`config.mk`:
```
export PLATFORM = sky130hd
export DESIGN_NAME = bit_modify_unit
export DESIGN_NICKNAME = d
export VERILOG_FILES = /design/src/rtl/bit_test_pkg.sv /design/src/rtl/bit_index_sel.sv /design/src/rtl/bit_modify_core.sv /design/src/rtl/bit_flag_merge.sv /design/src/rtl/bit_modify_unit.sv
export SDC_FILE = /design/constraint.sdc
export NUM_CORES = 1
export LEC_CHECK = 0
export BUFFER_PORTS_ARGS = -buffer_cell sky130_fd_sc_hd__buf_4
export CAP_MARGIN = 20
export CORE_AREA = 2 2 75 130
export DETAILED_ROUTE_END_ITERATION = 7
export DIE_AREA = 0 0 77 132
export PLACE_DENSITY = 0.58
export SETUP_SLACK_MARGIN = 0.4
export SLEW_MARGIN = 20
export SYNTH_ARGS = -nofsm -noshare
export SYNTH_HDL_FRONTEND = slang
export SYNTH_HIERARCHICAL = 1
export SYNTH_SLANG_ARGS = --single-unit
export TNS_END_PERCENT = 100
```
`constraint.sdc`:
```
create_clock -name clk -period 0.8 [get_ports clk]
set_input_delay 0.04 -clock clk [delete_from_list [all_inputs] [get_ports clk]]
set_output_delay 0.04 -clock clk [all_outputs]
set_load 0.01 [all_outputs]
```
`src/rtl/bit_test_pkg.sv`:
```
package bit_test_pkg;

   typedef enum logic [1:0] {
      BT_TEST = 2'b00,
      BT_SET  = 2'b01,
      BT_CLR  = 2'b10,
      BT_FLIP = 2'b11
   } bt_op_e;

   function automatic logic bt_op_writes(bt_op_e op);
      return op != BT_TEST;
   endfunction

endpackage

```
`src/rtl/bit_index_sel.sv`:
```
module bit_index_sel #(
   parameter int unsigned REG_W = 16,
   parameter int unsigned IMM_W = 8,
   parameter int unsigned IDX_W = 4
) (
   input  logic             use_imm,
   input  logic [REG_W-1:0] reg_src,
   input  logic [IMM_W-1:0] imm_src,
   output logic [IDX_W-1:0] bit_idx
);

   generate
      if (IDX_W >= IMM_W || IDX_W >= REG_W) begin : g_bad_width
         $error("bit_index_sel: index width must be narrower than both sources");
      end
   endgenerate

   // Only the low index bits of either source select the bit; the rest are dropped.
   logic [REG_W-IDX_W-1:0] reg_hi;
   logic [IMM_W-IDX_W-1:0] imm_hi;
   logic                   unused_hi;

   assign reg_hi    = reg_src[REG_W-1:IDX_W];
   assign imm_hi    = imm_src[IMM_W-1:IDX_W];
   assign unused_hi = ^{reg_hi, imm_hi};

   assign bit_idx = use_imm ? imm_src[IDX_W-1:0] : reg_src[IDX_W-1:0];

endmodule

```
`src/rtl/bit_modify_core.sv`:
```
module bit_modify_core
   import bit_test_pkg::*;
#(
   parameter int unsigned DATA_W     = 16,
   parameter int unsigned IDX_W      = $clog2(DATA_W),
   parameter int unsigned MASK_STYLE = 0
) (
   input  logic [DATA_W-1:0] word_in,
   input  logic [IDX_W-1:0]  bit_idx,
   input  bt_op_e            op,
   output logic              old_bit,
   output logic [DATA_W-1:0] word_out
);

   logic [DATA_W-1:0] sel_mask;

   generate
      if (MASK_STYLE == 0) begin : g_decode
         for (genvar b = 0; b < DATA_W; b++) begin : g_bit
            assign sel_mask[b] = (bit_idx == IDX_W'(b));
         end
      end else if (MASK_STYLE == 1) begin : g_shift
         assign sel_mask = DATA_W'(1) << bit_idx;
      end else begin : g_bad_style
         $error("bit_modify_core: MASK_STYLE must be 0 or 1");
      end
   endgenerate

   assign old_bit = |(word_in & sel_mask);

   always_comb begin
      unique case (op)
         BT_SET:  word_out = word_in | sel_mask;
         BT_CLR:  word_out = word_in & ~sel_mask;
         BT_FLIP: word_out = word_in ^ sel_mask;
         default: word_out = word_in;
      endcase
   end

endmodule

```
`src/rtl/bit_flag_merge.sv`:
```
module bit_flag_merge #(
   parameter int unsigned FLAG_W    = 8,
   parameter int unsigned CARRY_POS = 0
) (
   input  logic              carry,
   input  logic [FLAG_W-1:0] flags_in,
   output logic [FLAG_W-1:0] flags_out,
   output logic [FLAG_W-1:0] upd_mask
);

   generate
      if (CARRY_POS >= FLAG_W) begin : g_bad_pos
         $error("bit_flag_merge: carry position outside the flag vector");
      end
      for (genvar f = 0; f < FLAG_W; f++) begin : g_flag
         if (f == CARRY_POS) begin : g_carry
            assign flags_out[f] = carry;
            assign upd_mask[f]  = 1'b1;
         end else begin : g_pass
            assign flags_out[f] = flags_in[f];
            assign upd_mask[f]  = 1'b0;
         end
      end
   endgenerate

endmodule

```
`src/rtl/bit_modify_unit.sv`:
```
module bit_modify_unit
   import bit_test_pkg::*;
#(
   parameter int unsigned DATA_W     = 16,
   parameter int unsigned IMM_W      = 8,
   parameter int unsigned REG_AW     = 4,
   parameter int unsigned FLAG_W     = 8,
   parameter int unsigned CARRY_POS  = 0,
   parameter int unsigned MASK_STYLE = 0
) (
   input  logic              clk,
   input  logic              rst_n,
   input  logic              req_valid,
   input  logic [1:0]        req_op,
   input  logic              req_idx_sel,
   input  logic [DATA_W-1:0] req_word,
   input  logic [DATA_W-1:0] req_idx_reg,
   input  logic [IMM_W-1:0]  req_idx_imm,
   input  logic [REG_AW-1:0] req_dst,
   input  logic [FLAG_W-1:0] req_flags,
   output logic              rsp_valid,
   output logic              rsp_carry,
   output logic [DATA_W-1:0] rsp_word,
   output logic              rsp_wb_en,
   output logic [REG_AW-1:0] rsp_wb_dst,
   output logic [FLAG_W-1:0] rsp_flags,
   output logic [FLAG_W-1:0] rsp_flag_mask
);

   localparam int unsigned IDX_W = $clog2(DATA_W);

   generate
      if ((1 << IDX_W) != DATA_W) begin : g_bad_data_w
         $error("bit_modify_unit: DATA_W must be a power of two");
      end
   endgenerate

   bt_op_e            op;
   logic [IDX_W-1:0]  bit_idx;
   logic              old_bit;
   logic [DATA_W-1:0] new_word;
   logic [FLAG_W-1:0] new_flags;
   logic [FLAG_W-1:0] upd_mask;

   assign op = bt_op_e'(req_op);

   bit_index_sel #(
      .REG_W (DATA_W),
      .IMM_W (IMM_W),
      .IDX_W (IDX_W)
   ) u_idx (
      .use_imm (req_idx_sel),
      .reg_src (req_idx_reg),
      .imm_src (req_idx_imm),
      .bit_idx (bit_idx)
   );

   bit_modify_core #(
      .DATA_W     (DATA_W),
      .IDX_W      (IDX_W),
      .MASK_STYLE (MASK_STYLE)
   ) u_core (
      .word_in  (req_word),
      .bit_idx  (bit_idx),
      .op       (op),
      .old_bit  (old_bit),
      .word_out (new_word)
   );

   bit_flag_merge #(
      .FLAG_W    (FLAG_W),
      .CARRY_POS (CARRY_POS)
   ) u_flags (
      .carry     (old_bit),
      .flags_in  (req_flags),
      .flags_out (new_flags),
      .upd_mask  (upd_mask)
   );

   // Single registered result stage; data fields load only with a request.
   always_ff @(posedge clk or negedge rst_n) begin
      if (!rst_n) begin
         rsp_valid     <= 1'b0;
         rsp_carry     <= 1'b0;
         rsp_word      <= '0;
         rsp_wb_en     <= 1'b0;
         rsp_wb_dst    <= '0;
         rsp_flags     <= '0;
         rsp_flag_mask <= '0;
      end else begin
         rsp_valid     <= req_valid;
         rsp_wb_en     <= req_valid & bt_op_writes(op);
         rsp_flag_mask <= req_valid ? upd_mask : '0;
         if (req_valid) begin
            rsp_carry  <= old_bit;
            rsp_word   <= new_word;
            rsp_wb_dst <= req_dst;
            rsp_flags  <= new_flags;
         end
      end
   end

endmodule

```
==> metrics.md <==
| Metric | Value |
|---|---|
| Pwr dens | 1450 nW/um^2 |
| Netlist Area Pre-Place | around 3100 sq um |
| RSZ-0062 raised after global routing | yes |
| Share of layout cells above drive strength 1 | 55.9% |
| Post-route DRC | 0 |
| Synth top area share | between 30% and 40% |
| Combinational family with the most area after synthesis | multiplexers |
| Initial Util | 34.1% |
| Post-route insts no fill | 469 |
| Nets | 456 |
| Final core occ | approximately 49% |
| Drt wl/cell | 14.5 um |
| Post-synth EDFFs | 0 |
| Routed WL | 6810 um |
| Failing checks | negative hold slack, negative setup slack |
| CTS Buffer Depth | 2 |
| Mux cell area share after synthesis | a little over a quarter |
| Remaining Overflow, GRT | 0 |
| First-pass GRT wire length | 11200 um |
| Post-synth ARST share | 100% |
| Clock buffer count from CTS | 5 |
| H-tree depth | 2 |
| Synth Area in Adders | 19.4% |
| Syn Area/Cell | 12.1 sq um |
| Commonest cells post-synth | ha_1, dfrtp_1, inv_1, mux2_4, buf_4 |
| Skew final | 0 ns |
| Final Wtd Congestion | 0.793 |
| Synth Area in XOR/XNOR | 0% |
| Reg-to-Reg End | rsp_word[7] |
| Post-synthesis sequential area ratio | between 30% and 40% |
| Initial antenna violation count | 0 |
| Row Count | 46 |
| Yosys reg bits | 39 |
| Max Cap Viol | 0 |
| Die W | 77 um |
| Antenna cells | 0 |
| WS Path Type | in -> reg |
| CP Capture Type | flop |
| LEAKAGE | 2.20 nW |
| Outcome | complete, but fails checks |
| Core outline area | ~9100 sq um |
| Vias per std cell | 4.50 |
| Final Max Tran Viols | 0 |
| CP arrival | 1.92 ns |
| Setup TNS | -16.76 ns |
| Via count | 2111 |
| Sink Count | 39 |
| Die height | 132 um |
| Clock-pin slew on the worst setup and hold paths | 0.06 ns |
| Area Growth Syn to Fin | 44.5% |
| RR Startpoint | rsp_word[7] |
| Synth Area in Simple Gates | 9.00% |
| Hold Violations, Final | 48 |
| Worst path max stage delay | 0.46 ns |
| Syn Inst Count | about 260 |
| Port Buffer Count | 79 |
| Complex-gate fraction of the synthesized area | 0.242% |
| Synth Flop Type | dfrtp_1 |
| R2R Setup Slk | -0.09 ns |
| Detailed Routing Iterations Pass 1 | 4 |
| Largest net degree at the start of global routing | 22 |
| DP Cell Count | 458 |
| Layout fillers | 869 |
| Most used cell, CP | mux2_4 |
| Antenna Nets Post-Route | 0 |
| Yosys top cell by area | dfrtp_1 |
| Crit. Startpoint | req_idx_sel |
| Worst-Skew Late Latency | 0.27 ns |
| Slowest cell on crit path | mux4_2 |
| Crit Path Max Fanout | 7 |
| Setup crit end | rsp_word[0] |
| Starting DRC count in detailed routing | 56 |
| Largest cells by area after synthesis | dfrtp_1, ha_1, mux4_1 |
| Critical Path Start Type | primary input |
| CP required | 0.97 ns |
| Ports | 97 |
| DP HPWL | 5340 um |
| Total of warnings raised by yosys | 6 |
| Final period util | 218% |
| Synth cell types | 23 |
| Worst-case vdd ir drop | 1.28 mV |
| Die ar. | 10200 sq um |
| Tot GR Track Use | 14.0% |
| Clk root buf | clkbuf_16 |
| FF-to-FF path depth | 2 |
| CTS tree | built |
| Minimum clock period | 1.75 ns |
| Final setup margin | -0.947 ns |
| Count leader, synth | ha_1 |
| Hold WS | -0.412 ns |
| Critical path, cell by cell | buf_12 > mux2_4 > nor4_4 > inv_1 > ha_1 > mux4_2 > mux2_4 |
| Final setup violating endpoints | 50 |
| Max Clk Rate | 572 MHz |
| Tightest Hold Check Type | in -> async |
| Vias in the first global route | 2251 |
==> metal layers <==
layer	vias up	wire [um]	GRT usage (%)
li1	1013	-	-
met1	1048	2490	14.3
met3	7	202	2.26
met2	43	3960	26.9
met4	0	163	7.14
met5	-	0	0
==> what timing repair did <==
item                                    CTS  global route
gates cloned                              1             0
endpoints found under the hold margin    50            49
buffers inserted                          1             3
gates resized for setup                  74            11
pin swaps                                11             5
endpoints found under the setup margin   69            68
==> layout make-up <==
type	instances	area, sq um	area share, %
Multi-Input combinational cell	162	2060	46.0
Timing Repair Buffer	108	1030	23.0
Sequential cell	39	976	21.8
Tap cell	120	150	3.35
Inverter	34	128	2.85
Clock buffer	5	125	2.79
Clock inverter	1	7.51	0.168
==> per-stage QoR <==
| step | power, W | setup WS [ns] | area, sq um | hold WS [ns] |
|---|---|---|---|---|
| 2_1_floorplan | 0.00348 | -1.13 | 3190 | -0.256 |
| 4_1_cts | 0.00651 | -0.939 | 4390 | -0.415 |
| 5_1_grt | 0.00684 | -0.981 | 4480 | -0.412 |
| 6_report | 0.00649 | -0.947 | 4480 | -0.412 |
| 3_5_place_dp | 0.00430 | -1.32 | 3890 | -0.109 |
| 3_3_place_gp | 0.00425 | -1.32 | 3890 | -0.107 |
==> cells in the final DEF, fill, tap and decap left out <==
cell type   netlist  final
nor2b_1           4      1
nand2b_1          4      3
ha_1             48     36
mux4_2            4     14
clkbuf_16         0      5
nor2b_4           0      3
nand3_2           0      2
nor2_1           10      9
nor4_2            0      2
nand2_2           0      4
nand3_4           0      3
buf_4            16     61
nand4_1           2      2
clkinvlp_4        0      1
nand2_1          10      2
and2_1            8      8
buf_6             3     42
buf_12            2      5
ha_4              0     12
nor2_4            0      1
nand2b_4          0      1
nand2_4           0      4
mux2_4           20     24
nor4_4            0      1
dfrtp_1          39     39
o21a_1            1      1
mux4_1           12      2
nand3_1           6      1
conb_1            2      8
nor4_1            5      2
mux2_2           13     10
inv_1            34     34
nor3_1            6      6
==> where the power goes <==
group          switching, W  leakage [nW]  internal, W
logic              0.000882          1.67      0.00136
registers          0.000177         0.467      0.00222
clock network      0.000726        0.0618      0.00112
total               0.00179          2.20      0.00470
==> worst max-delay path: cells and delay by family <==
kind / cells / cell delay (ns)
adders and majority gates: 1 / 0.30
buffers and inverters: 2 / 0.21
muxes: 3 / 1.07
and+or+nand+nor: 1 / 0.30
==> how the worst min path moves through the flow <==
stage,end,start
final,rsp_wb_dst[0],rst_n
after floorplan,rsp_carry,rst_n
after CTS,rsp_wb_dst[0],rst_n
after global routing,rsp_wb_dst[0],rst_n
after detailed placement,rsp_wb_dst[2],rst_n
after global placement,rsp_wb_dst[1],rst_n
==> state kept, by name, indices dropped and copies added, names as in the netlist <==
| name | count |
|---|---|
| rsp_flag_mask | 8 |
| rsp_flags | 8 |
| rsp_valid | 1 |
| rsp_wb_dst | 4 |
| rsp_wb_en | 1 |
| rsp_carry | 1 |
| rsp_word | 16 |
==> kinds of logic (layout without fill, tap and decap cells) <==
| group | count (synthesis) | in the layout |
|---|---|---|
| buffers and inverters | 62 | 148 |
| and+or+nand+nor | 55 | 55 |
| muxes | 49 | 50 |
| adders and majority gates | 48 | 48 |
| DFF | 39 | 39 |
| other | 2 | 8 |
| AOI/OAI and AO/OA | 1 | 1 |
Note: power is estimated with default switching activity, not from simulation.
